File: src/rtl/aon_intc_pkg.sv
package aon_intc_pkg;
   localparam logic [7:0] OFF_VEC   = 8'h00;
   localparam logic [7:0] OFF_BASE  = 8'h04;
   localparam logic [7:0] OFF_NMI   = 8'h0C;
   localparam logic [7:0] OFF_PEND  = 8'h10;
   localparam logic [7:0] OFF_EN    = 8'h40;
   localparam logic [7:0] OFF_MASK  = 8'h50;
   localparam logic [7:0] OFF_RESP  = 8'h60;
   localparam logic [7:0] OFF_MUXEN = 8'hC0;

   typedef enum logic [1:0] {
      TRIG_LVL_LO = 2'd0,
      TRIG_FALL   = 2'd1,
      TRIG_LVL_HI = 2'd2,
      TRIG_RISE   = 2'd3
   } trig_e;
endpackage

File: src/rtl/aon_intc_nmi.sv
module aon_intc_nmi
   import aon_intc_pkg::*;
(
   input  logic  clk,
   input  logic  rst_n,
   input  logic  pin,
   input  trig_e mode,
   input  logic  clr,
   output logic  latch_o
);
   logic prev_q;
   logic hit;

   always_comb begin
      unique case (mode)
         TRIG_LVL_LO: hit = !pin;
         TRIG_FALL:   hit = prev_q && !pin;
         TRIG_LVL_HI: hit = pin;
         TRIG_RISE:   hit = !prev_q && pin;
         default:     hit = 1'b0;
      endcase
   end

   always_ff @(posedge clk or negedge rst_n) begin
      if (!rst_n) begin
         prev_q  <= 1'b0;
         latch_o <= 1'b0;
      end else begin
         prev_q <= pin;
         if (hit)      latch_o <= 1'b1;
         else if (clr) latch_o <= 1'b0;
      end
   end
endmodule

File: src/rtl/aon_intc_mux.sv
module aon_intc_mux #(
   parameter int MUX_INPUTS = 128,
   parameter int MUX_GROUP  = 8,
   localparam int N_OUT     = MUX_INPUTS / MUX_GROUP
) (
   input  logic [MUX_INPUTS-1:0] src,
   input  logic [MUX_INPUTS-1:0] en,
   output logic [N_OUT-1:0]      line
);
   for (genvar g = 0; g < N_OUT; g++) begin : g_grp
      assign line[g] = |(src[g*MUX_GROUP +: MUX_GROUP] & en[g*MUX_GROUP +: MUX_GROUP]);
   end
endmodule

File: src/rtl/aon_intc_vector.sv
module aon_intc_vector #(
   parameter int N_LINES = 64,
   localparam int IW     = $clog2(N_LINES)
) (
   input  logic [N_LINES-1:0] active,
   input  logic [31:0]        base,
   output logic [31:0]        vec
);
   logic [IW-1:0] idx;

   always_comb begin
      idx = '0;
      for (int i = N_LINES - 1; i >= 0; i--) begin
         if (active[i]) idx = IW'(i);
      end
      vec = base + (32'(idx) << 2);
   end
endmodule

File: src/rtl/aon_wake_intc.sv
module aon_wake_intc
   import aon_intc_pkg::*;
#(
   parameter int N_BANKS    = 2,
   parameter int N_DIRECT   = 15,
   parameter int N_BANKED   = 3,
   parameter int MUX_INPUTS = 128,
   parameter int MUX_GROUP  = 8
) (
   input  logic                  clk,
   input  logic                  rst_n,
   input  logic                  reg_we,
   input  logic [7:0]            reg_addr,
   input  logic [31:0]           reg_wdata,
   output logic [31:0]           reg_rdata,
   input  logic                  nmi_pin,
   input  logic [N_DIRECT-1:0]   direct_irq,
   input  logic [N_BANKED-1:0]   banked_irq,
   input  logic [MUX_INPUTS-1:0] shared_irq,
   output logic                  host_nmi,
   output logic [N_DIRECT-1:0]   host_direct,
   output logic                  cpu_irq
);
   localparam int N_LINES   = 32 * N_BANKS;
   localparam int MUX_LINES = MUX_INPUTS / MUX_GROUP;
   localparam int MUX_WORDS = MUX_INPUTS / 32;
   localparam int DIRECT_LO = 1;
   localparam int BANKED_LO = DIRECT_LO + N_DIRECT;
   localparam int MUX_LO    = BANKED_LO + N_BANKED;

   if (MUX_INPUTS % MUX_GROUP != 0) begin : g_bad_group
      $error("MUX_INPUTS must be a multiple of MUX_GROUP");
   end
   if (MUX_INPUTS % 32 != 0 || MUX_WORDS > 16) begin : g_bad_words
      $error("MUX_INPUTS must be a multiple of 32 and at most 512");
   end
   if (N_BANKS < 1 || N_BANKS > 4) begin : g_bad_banks
      $error("N_BANKS must lie in 1..4");
   end
   if (MUX_LO + MUX_LINES > N_LINES) begin : g_bad_fit
      $error("line groups do not fit the bank count");
   end

   logic [31:0]          base_q;
   trig_e                trig_q;
   logic [N_LINES-1:0]   en_q, mask_q, resp_q;
   logic [MUX_INPUTS-1:0] muxen_q;
   logic [N_LINES-1:1]   pend_q;
   logic [N_LINES-1:1]   raw;
   logic [MUX_LINES-1:0] mux_line;
   logic                 nmi_lat;
   logic                 nmi_clr;
   logic [N_LINES-1:0]   pending;
   logic [N_LINES-1:0]   active;
   logic [31:0]          vec;

   aon_intc_mux #(.MUX_INPUTS(MUX_INPUTS), .MUX_GROUP(MUX_GROUP)) u_mux (
      .src  (shared_irq),
      .en   (muxen_q),
      .line (mux_line)
   );

   assign nmi_clr = reg_we && (reg_addr == OFF_PEND) && reg_wdata[0];

   aon_intc_nmi u_nmi (
      .clk     (clk),
      .rst_n   (rst_n),
      .pin     (nmi_pin),
      .mode    (trig_q),
      .clr     (nmi_clr),
      .latch_o (nmi_lat)
   );

   always_comb begin
      raw = '0;
      raw[DIRECT_LO +: N_DIRECT] = direct_irq;
      raw[BANKED_LO +: N_BANKED] = banked_irq;
      raw[MUX_LO +: MUX_LINES]   = mux_line;
   end

   always_ff @(posedge clk or negedge rst_n) begin
      if (!rst_n) begin
         base_q  <= '0;
         trig_q  <= TRIG_LVL_LO;
         en_q    <= '0;
         mask_q  <= '0;
         resp_q  <= '0;
         muxen_q <= '0;
         pend_q  <= '0;
      end else begin
         pend_q <= raw;
         if (reg_we) begin
            if (reg_addr == OFF_BASE) base_q <= reg_wdata;
            if (reg_addr == OFF_NMI)  trig_q <= trig_e'(reg_wdata[1:0]);
            for (int b = 0; b < N_BANKS; b++) begin
               if (reg_addr == OFF_EN   + 8'(4*b)) en_q[b*32 +: 32]   <= reg_wdata;
               if (reg_addr == OFF_MASK + 8'(4*b)) mask_q[b*32 +: 32] <= reg_wdata;
               if (reg_addr == OFF_RESP + 8'(4*b)) resp_q[b*32 +: 32] <= reg_wdata;
            end
            for (int w = 0; w < MUX_WORDS; w++) begin
               if (reg_addr == OFF_MUXEN + 8'(4*w)) muxen_q[w*32 +: 32] <= reg_wdata;
            end
         end
      end
   end

   assign pending = {pend_q, nmi_lat};
   assign active  = pending & en_q & ~mask_q & ~resp_q;

   aon_intc_vector #(.N_LINES(N_LINES)) u_vec (
      .active (active),
      .base   (base_q),
      .vec    (vec)
   );

   always_comb begin
      reg_rdata = '0;
      if (reg_addr == OFF_VEC)  reg_rdata = vec;
      if (reg_addr == OFF_BASE) reg_rdata = base_q;
      if (reg_addr == OFF_NMI)  reg_rdata = {30'd0, trig_q};
      for (int b = 0; b < N_BANKS; b++) begin
         if (reg_addr == OFF_PEND + 8'(4*b)) reg_rdata = pending[b*32 +: 32];
         if (reg_addr == OFF_EN   + 8'(4*b)) reg_rdata = en_q[b*32 +: 32];
         if (reg_addr == OFF_MASK + 8'(4*b)) reg_rdata = mask_q[b*32 +: 32];
         if (reg_addr == OFF_RESP + 8'(4*b)) reg_rdata = resp_q[b*32 +: 32];
      end
      for (int w = 0; w < MUX_WORDS; w++) begin
         if (reg_addr == OFF_MUXEN + 8'(4*w)) reg_rdata = muxen_q[w*32 +: 32];
      end
   end

   assign cpu_irq     = |active;
   assign host_nmi    = nmi_lat & en_q[0];
   assign host_direct = direct_irq;
endmodule

File: config.mk
export PLATFORM = sky130hd
export DESIGN_NAME = aon_wake_intc
export DESIGN_NICKNAME = d
export VERILOG_FILES = /design/src/rtl/aon_intc_pkg.sv /design/src/rtl/aon_intc_nmi.sv /design/src/rtl/aon_intc_mux.sv /design/src/rtl/aon_intc_vector.sv /design/src/rtl/aon_wake_intc.sv
export SDC_FILE = /design/constraint.sdc
export NUM_CORES = 1
export LEC_CHECK = 0
export ABC_AREA = 1
export BUFFER_PORTS_ARGS = -buffer_cell sky130_fd_sc_hd__buf_4
export CAP_MARGIN = 20
export CORE_MARGIN = 2
export CORE_UTILIZATION = 50
export DETAILED_ROUTE_END_ITERATION = 10
export GPL_TIMING_DRIVEN = 1
export PLACE_DENSITY = 0.73
export SETUP_SLACK_MARGIN = 0.3
export SYNTH_ARGS = -nofsm -noshare
export SYNTH_HDL_FRONTEND = slang
export SYNTH_SLANG_ARGS = --single-unit
File: constraint.sdc
create_clock -name clk -period 8.25 [get_ports clk]
set_clock_uncertainty 0.2 [all_clocks]
set_input_delay 2.0625 -clock clk [delete_from_list [all_inputs] [get_ports clk]]
set_output_delay 2.0625 -clock clk [all_outputs]
set_load 0.01 [all_outputs]
==> flow_summary.yaml, run 1 <==
status:
  status: "complete, no violations"
sta:
  rsz0062_at_grt: "yes"
  report.final.slew_viol_count: 0
  fmax_mhz: 122
  finalWorstSetupSlack_ns: 0.0415
  finalHoldViolations: 0
  layout_min_cycle_time_ns: 8.21
  setup_viol: 0
  worst_hold_slack_ns: 0.280
  tightest_slew_ns: 1.06
  period_share: 0.995
  slew_headroom: 0.293
place:
  finalWeightedCongestion: 0.938
  post-place-ws_ns: 0.509
  hpwlAfterDp_um: 41800
  portBuffers: 238
synthesis:
  synth_seq_cells: 390
  synth_top_area_share: 0.524
  synth_area_per_cell_um2: 8.04
  yosysMostFrequentCell: "nand2_1"
  syn-num-nets: 2511
  synth_common_cells: "nand2_1, o21ai_0, dfrtp_1"
  synth-edff-count: 0
  synth_cell_type_count: 49
  seq_area_frac_synth: 0.524
  synth.cell_area_mm2: 0.0186
  yosysWarnings: 0
  synth_flop_cell: "dfrtp_1"
  yosys-top-cells-area: "dfrtp_1, nand2_1, o21ai_0"
  yosysTopAreaCell: "dfrtp_1"
  synth_cells: 2314
  async_flop_share: 1.00
global_route:
  grt_overflow: 0
  grt_max_degree: 147
  antenna_found_initial: 4
  grt_pass1_vias: 16316
  grt_first_pass_wirelength_um: 92300
  grt_usage: 0.308
detailed_routing:
  wl_um: 59700
  drtPass1Iterations: 6
  vias: 17549
  drtAntennaViolNets: 0
  vias_per_cell: 5.88
  routedWlPerCell_um: 20.0
  drtIter0Drc: 1996
  drc_errors: 0
floorplan:
  die_w_um: 197
  die_area_mm2: 0.0388
  io_pins: 239
  die_h_um: 197
  core_mm2: 0.0366
  initial_core_util: 0.508
  rows: 70
cells_and_area:
  syn_to_final_growth_pct: 21.0
  drive_gt1_frac: 0.176
  fin_util: 0.615
  final_net_count: 2683
worst_setup_path:
  crit_arrival_ns: 5.95
  reg2reg_slack_ns: 6.51
  crit_fanout: 5
  worstReg2RegStart: "muxen_q[53]"
  cpMaxStageDelayCell: "dfrtp_1"
  critPathKind: "reg -> out"
  start_kind: "flip-flop"
  cpMostUsedCell: "nand2_1"
  path_buf_inv: 6
  max_stage_delay_ns: 0.38
  worst_ep_required_time_ns: 5.99
  critPathCaptureType: "output pin"
  rr_endpoint: "pend_q[25]"
  crit_family: "simple AND/OR/NAND/NOR gates"
  reg2reg_depth: 3
clocking:
  postCtsHoldBufs: 0
  clkLatencyLatePin_ns: 0.55
  cts.sinks: 390
  clockBufferDepth: 3
  cts_tree: "built"
  cts_root_buffer: "clkbuf_16"
  clk_pin_slew_worst_paths_ns: 0.06
  cts-buffers-inserted: 42
  h-tree-depth: 2
hold_path:
  min-delay-path-class: "reg -> reg"
  hold_path.startpoint: "resp_q[57]"
  min_to: "resp_q[57]"
  hold_depth: 2
power:
  p_leak_uw: 0.0108
  ir_drop_v: 0.000159
  p_per_area_mw_per_mm2: 196
run:
  drv_cap: 0
[per-stage QoR]
stage	total power [uW]	cells	instance area (um2)	setup TNS, ns
after floorplan	2270	2314	18600	0
after global placement	2480	2887	20500	0
after detailed placement	2490	2887	20500	0
after CTS	4410	2969	22100	0
after global routing	4560	2982	22500	-4.17
final	4410	2984	22500	0
[worst register-to-register path: stages, from the launching register on]
cell and delay [ns]:
dfrtp_1 0.46, a22o_1 0.23, a221oi_1 0.38, nand2_1 0.27
[timing repair]
item	in CTS	in global routing
setup buffers	10	9
endpoints found under the setup margin	11	26
pin swaps	20	35
resized for setup	28	75
[sequential cells by signal (all words and copies together), names as in the netlist]
register,count
resp_q,64
mask_q,64
u_nmi.latch_o,1
muxen_q,128
u_nmi.prev_q,1
base_q,32
en_q,64
trig_q,2
pend_q,34
[where the power goes]
group	leakage, uW	switching (uW)	total, uW	internal, uW
Clock	0.000706	775	1940	1160
Combinational	0.00472	220	370	150
Sequential	0.00532	88.9	2100	2010
Total	0.0108	1080	4410	3330
[routing by layer]
layer,vias up,part of all wire,wire (um),track usage
met4,4,0.023,1370,0.0824
met2,925,0.43,25900,0.453
met1,8433,0.43,25900,0.460
met5,-,0.00039,23,0
met3,100,0.11,6430,0.0695
li1,8087,-,-,-
[placed cells by master (no fill, tap or decap), drive strengths merged, types with 40 or more instances in the layout]
master  netlist  routed
nand2       786     786
o21ai       442     442
dfrtp       390     390
buf          30     287
inv         107     108
nor2         97      97
nand3        84      84
nand4        63      63
clkbuf      127      56
a221oi       49      49
a21oi        40      40
[worst max path at each step]
| stage | startpoint | to | cells past startpoint |
|---|---|---|---|
| 2_1_floorplan | resp_q[33] | reg_rdata[28] | 61 |
| 3_3_place_gp | resp_q[33] | reg_rdata[16] | 59 |
| 3_5_place_dp | resp_q[33] | reg_rdata[16] | 59 |
| 4_1_cts | mask_q[33] | reg_rdata[26] | 58 |
| 5_1_grt | resp_q[33] | reg_rdata[28] | 62 |
| 6_report | resp_q[33] | reg_rdata[22] | 58 |
[cells by family after synthesis]
group | after synthesis | synth area share
AO/OA/AOI/OAI | 590 | 0.177
XOR/XNOR | 2 | 0.000941
adder cells (fa/ha/maj) | 7 | 0.00511
buffers and inverters | 269 | 0.0596
flip-flops | 390 | 0.524
AND/OR/NAND/NOR | 1056 | 0.232
[cell type report]
type | instances | area [um2]
diodes | 2 | 5.00
clock buffers | 56 | 1220
fillers | 3178 | 14100
multi-input cells | 1655 | 8080
clock inverters | 16 | 186
repair buffers | 287 | 2260
flip-flops and latches | 390 | 9760
inverters | 110 | 413
well taps | 468 | 586
No activity file was read; power rests on OpenSTA's default activity.
==> run 2, diff against run 1 <==
==> constraint.sdc (replaced) <==
create_clock -name clk -period 8 [get_ports clk]
set_clock_uncertainty 0.2 [all_clocks]
set_input_delay 1.6 -clock clk [delete_from_list [all_inputs] [get_ports clk]]
set_output_delay 1.6 -clock clk [all_outputs]
set_load 0.01 [all_outputs]
==> run 2 against run 1 <==
Design area down 0.93%. Sequential power up 3%. Combinational power up 3%. Setup slack better by 0.26 ns. Final cell count about the same. Routed wire length up 2.0%. Non-clock buffer count down 7. Sequential cell count unchanged. Clock power up 3%. Sequential share of layout area up 0.41 points. Core utilization down 0.57 points. Critical endpoint unchanged.
==> flow_summary.yaml, run 2 (synthesis results as in run 1) <==
sta:
  rsz0062_at_grt: "yes"
  finalHoldViolations: 0
  tightest_slew_ns: 1.15
  report.final.slew_viol_count: 0
  layout_min_cycle_time_ns: 7.70
  slew_headroom: 0.232
  period_share: 0.963
  setup_viol: 0
  finalSetupTns_ns: 0
  fmax_mhz: 130
floorplan:
  die_area_mm2: 0.0388
  die_w_um: 197
  io_pins: 239
  die_h_um: 197
  initial_core_util: 0.508
  core_mm2: 0.0366
  rows: 70
clocking:
  cts_root_buffer: "clkbuf_16"
  clockBufferDepth: 3
  cts.sinks: 390
  h-tree-depth: 2
  cts-buffers-inserted: 43
  clkLatencyLatePin_ns: 0.59
  postCtsHoldBufs: 0
  clk_pin_slew_worst_paths_ns: 0.06
  cts_tree: "built"
hold_path:
  min-delay-path-class: "reg -> reg"
cells_and_area:
  drive_gt1_frac: 0.167
  top_register: "muxen_q"
  mostFrequentLayoutCell: "nand2_1"
  syn_to_final_growth_pct: 19.8
  design_area_mm2: 0.0223
  fill_cells: 3255
  fin_cells: 2983
  diodes: 0
  final_net_count: 2677
  mostFrequentLayoutCells: "nand2_1, o21ai_0, dfrtp_1, buf_4, inv_1"
  largest_reg_flops: 128
detailed_routing:
  vias: 17558
  drc_errors: 0
  drtAntennaViolNets: 0
  vias_per_cell: 5.89
  drtPass1Iterations: 6
  wl_um: 60800
  drtIter0Drc: 2014
  routedWlPerCell_um: 20.4
global_route:
  antenna_found_initial: 1
  grt_overflow: 0
  grt_pass1_vias: 16441
  grt_usage: 0.318
  grt_first_pass_wirelength_um: 94800
  grt_max_degree: 184
place:
  portBuffers: 238
  place_area_mm2: 0.0206
  dp.cells: 2889
  hpwlAfterDp_um: 42800
  finalWeightedCongestion: 0.926
worst_setup_path:
  start_kind: "flip-flop"
  critPathKind: "reg -> out"
  cpMostUsedCell: "nand2_1"
  crit_fanout: 5
  max_stage_delay_ns: 0.40
  critPathCaptureType: "output pin"
  crit_arrival_ns: 5.90
  worst_ep_required_time_ns: 6.20
  cpMaxStageDelayCell: "dfrtp_1"
power:
  p_leak_uw: 0.0107
  ir_drop_v: 0.000145
  p_per_area_mw_per_mm2: 203
status:
  status: "complete, no violations"
run:
  drv_cap: 0
run 2: cell count changes in the layout (fill, tap and decap cells not counted), sizes merged, moves of 3 or more:
| cell | previous run | this run |
|---|---|---|
| clkinv | 13 | 9 |
| bufinv | 4 | 1 |
| buf | 287 | 280 |
| clkbuf | 56 | 66 |
| clkinvlp | 1 | 4 |
run 2: metal layers:
| layer | GRT usage | part of all wire | up-vias |
|---|---|---|---|
| met2 | 0.473 | 0.43 | 919 |
| met1 | 0.480 | 0.44 | 8482 |
| li1 | - | - | 8064 |
| met4 | 0.0886 | 0.024 | 0 |
| met3 | 0.0542 | 0.10 | 93 |
| met5 | 0 | 0 | - |
run 2: power breakdown:
part	switching (uW)	internal, uW
combinational	228	153
sequential	87.7	2080
clock	851	1140
total	1170	3370
run 2: timing repair:
item / 4_1_cts / 5_1_grt
pin swaps: 4 / 28
endpoints found under the setup margin: 5 / 26
resized for setup: 11 / 62
cloned: 0 / 0
buffers inserted: 2 / 10
run 2: worst paths after layout:
| check | endpoint | from | cells past startpoint | slack (ns) |
|---|---|---|---|---|
| max in group asynchronous | muxen_q[8] | rst_n | 2 | 5.16 |
| worst min-delay path | resp_q[40] | resp_q[40] | 2 | 0.28 |
| min in group asynchronous | trig_q[1] | rst_n | 1 | 0.88 |
| worst max-delay path | reg_rdata[22] | mask_q[33] | 58 | 0.30 |
| worst max register to register | pend_q[33] | muxen_q[113] | 3 | 6.34 |
| worst min register to register | resp_q[40] | resp_q[40] | 2 | 0.28 |
run 2: final cells by class:
type | instances | area [um2] | area share
flip-flops and latches | 390 | 9760 | 0.438
multi-input cells | 1655 | 7950 | 0.357
repair buffers | 280 | 2180 | 0.0977
clock buffers | 66 | 1270 | 0.0571
well taps | 468 | 586 | 0.0263
inverters | 110 | 413 | 0.0185
clock inverters | 14 | 139 | 0.00623
run 2: per-stage QoR:
step | setup WS [ns] | power (uW) | utilization | hold WS (ns)
finish | 0.297 | 4540 | 0.609 | 0.284
global route | -0.305 | 4690 | 0.609 | 0.302
CTS | 0.314 | 4540 | 0.601 | 0.282
detailed placement | 0.801 | 2570 | 0.562 | 0.267
global placement | 0.786 | 2550 | 0.561 | 0.261
floorplan | 1.76 | 2340 | - | 0.248
run 2: critical path, delay by kind of cell, from the launching register on:
family | cells | cell delay, ns
AND/OR/NAND/NOR | 45 | 3.16
AO/OA/AOI/OAI | 5 | 0.65
buffers and inverters | 6 | 0.57
adder cells (fa/ha/maj) | 2 | 0.54
flip-flops | 1 | 0.40
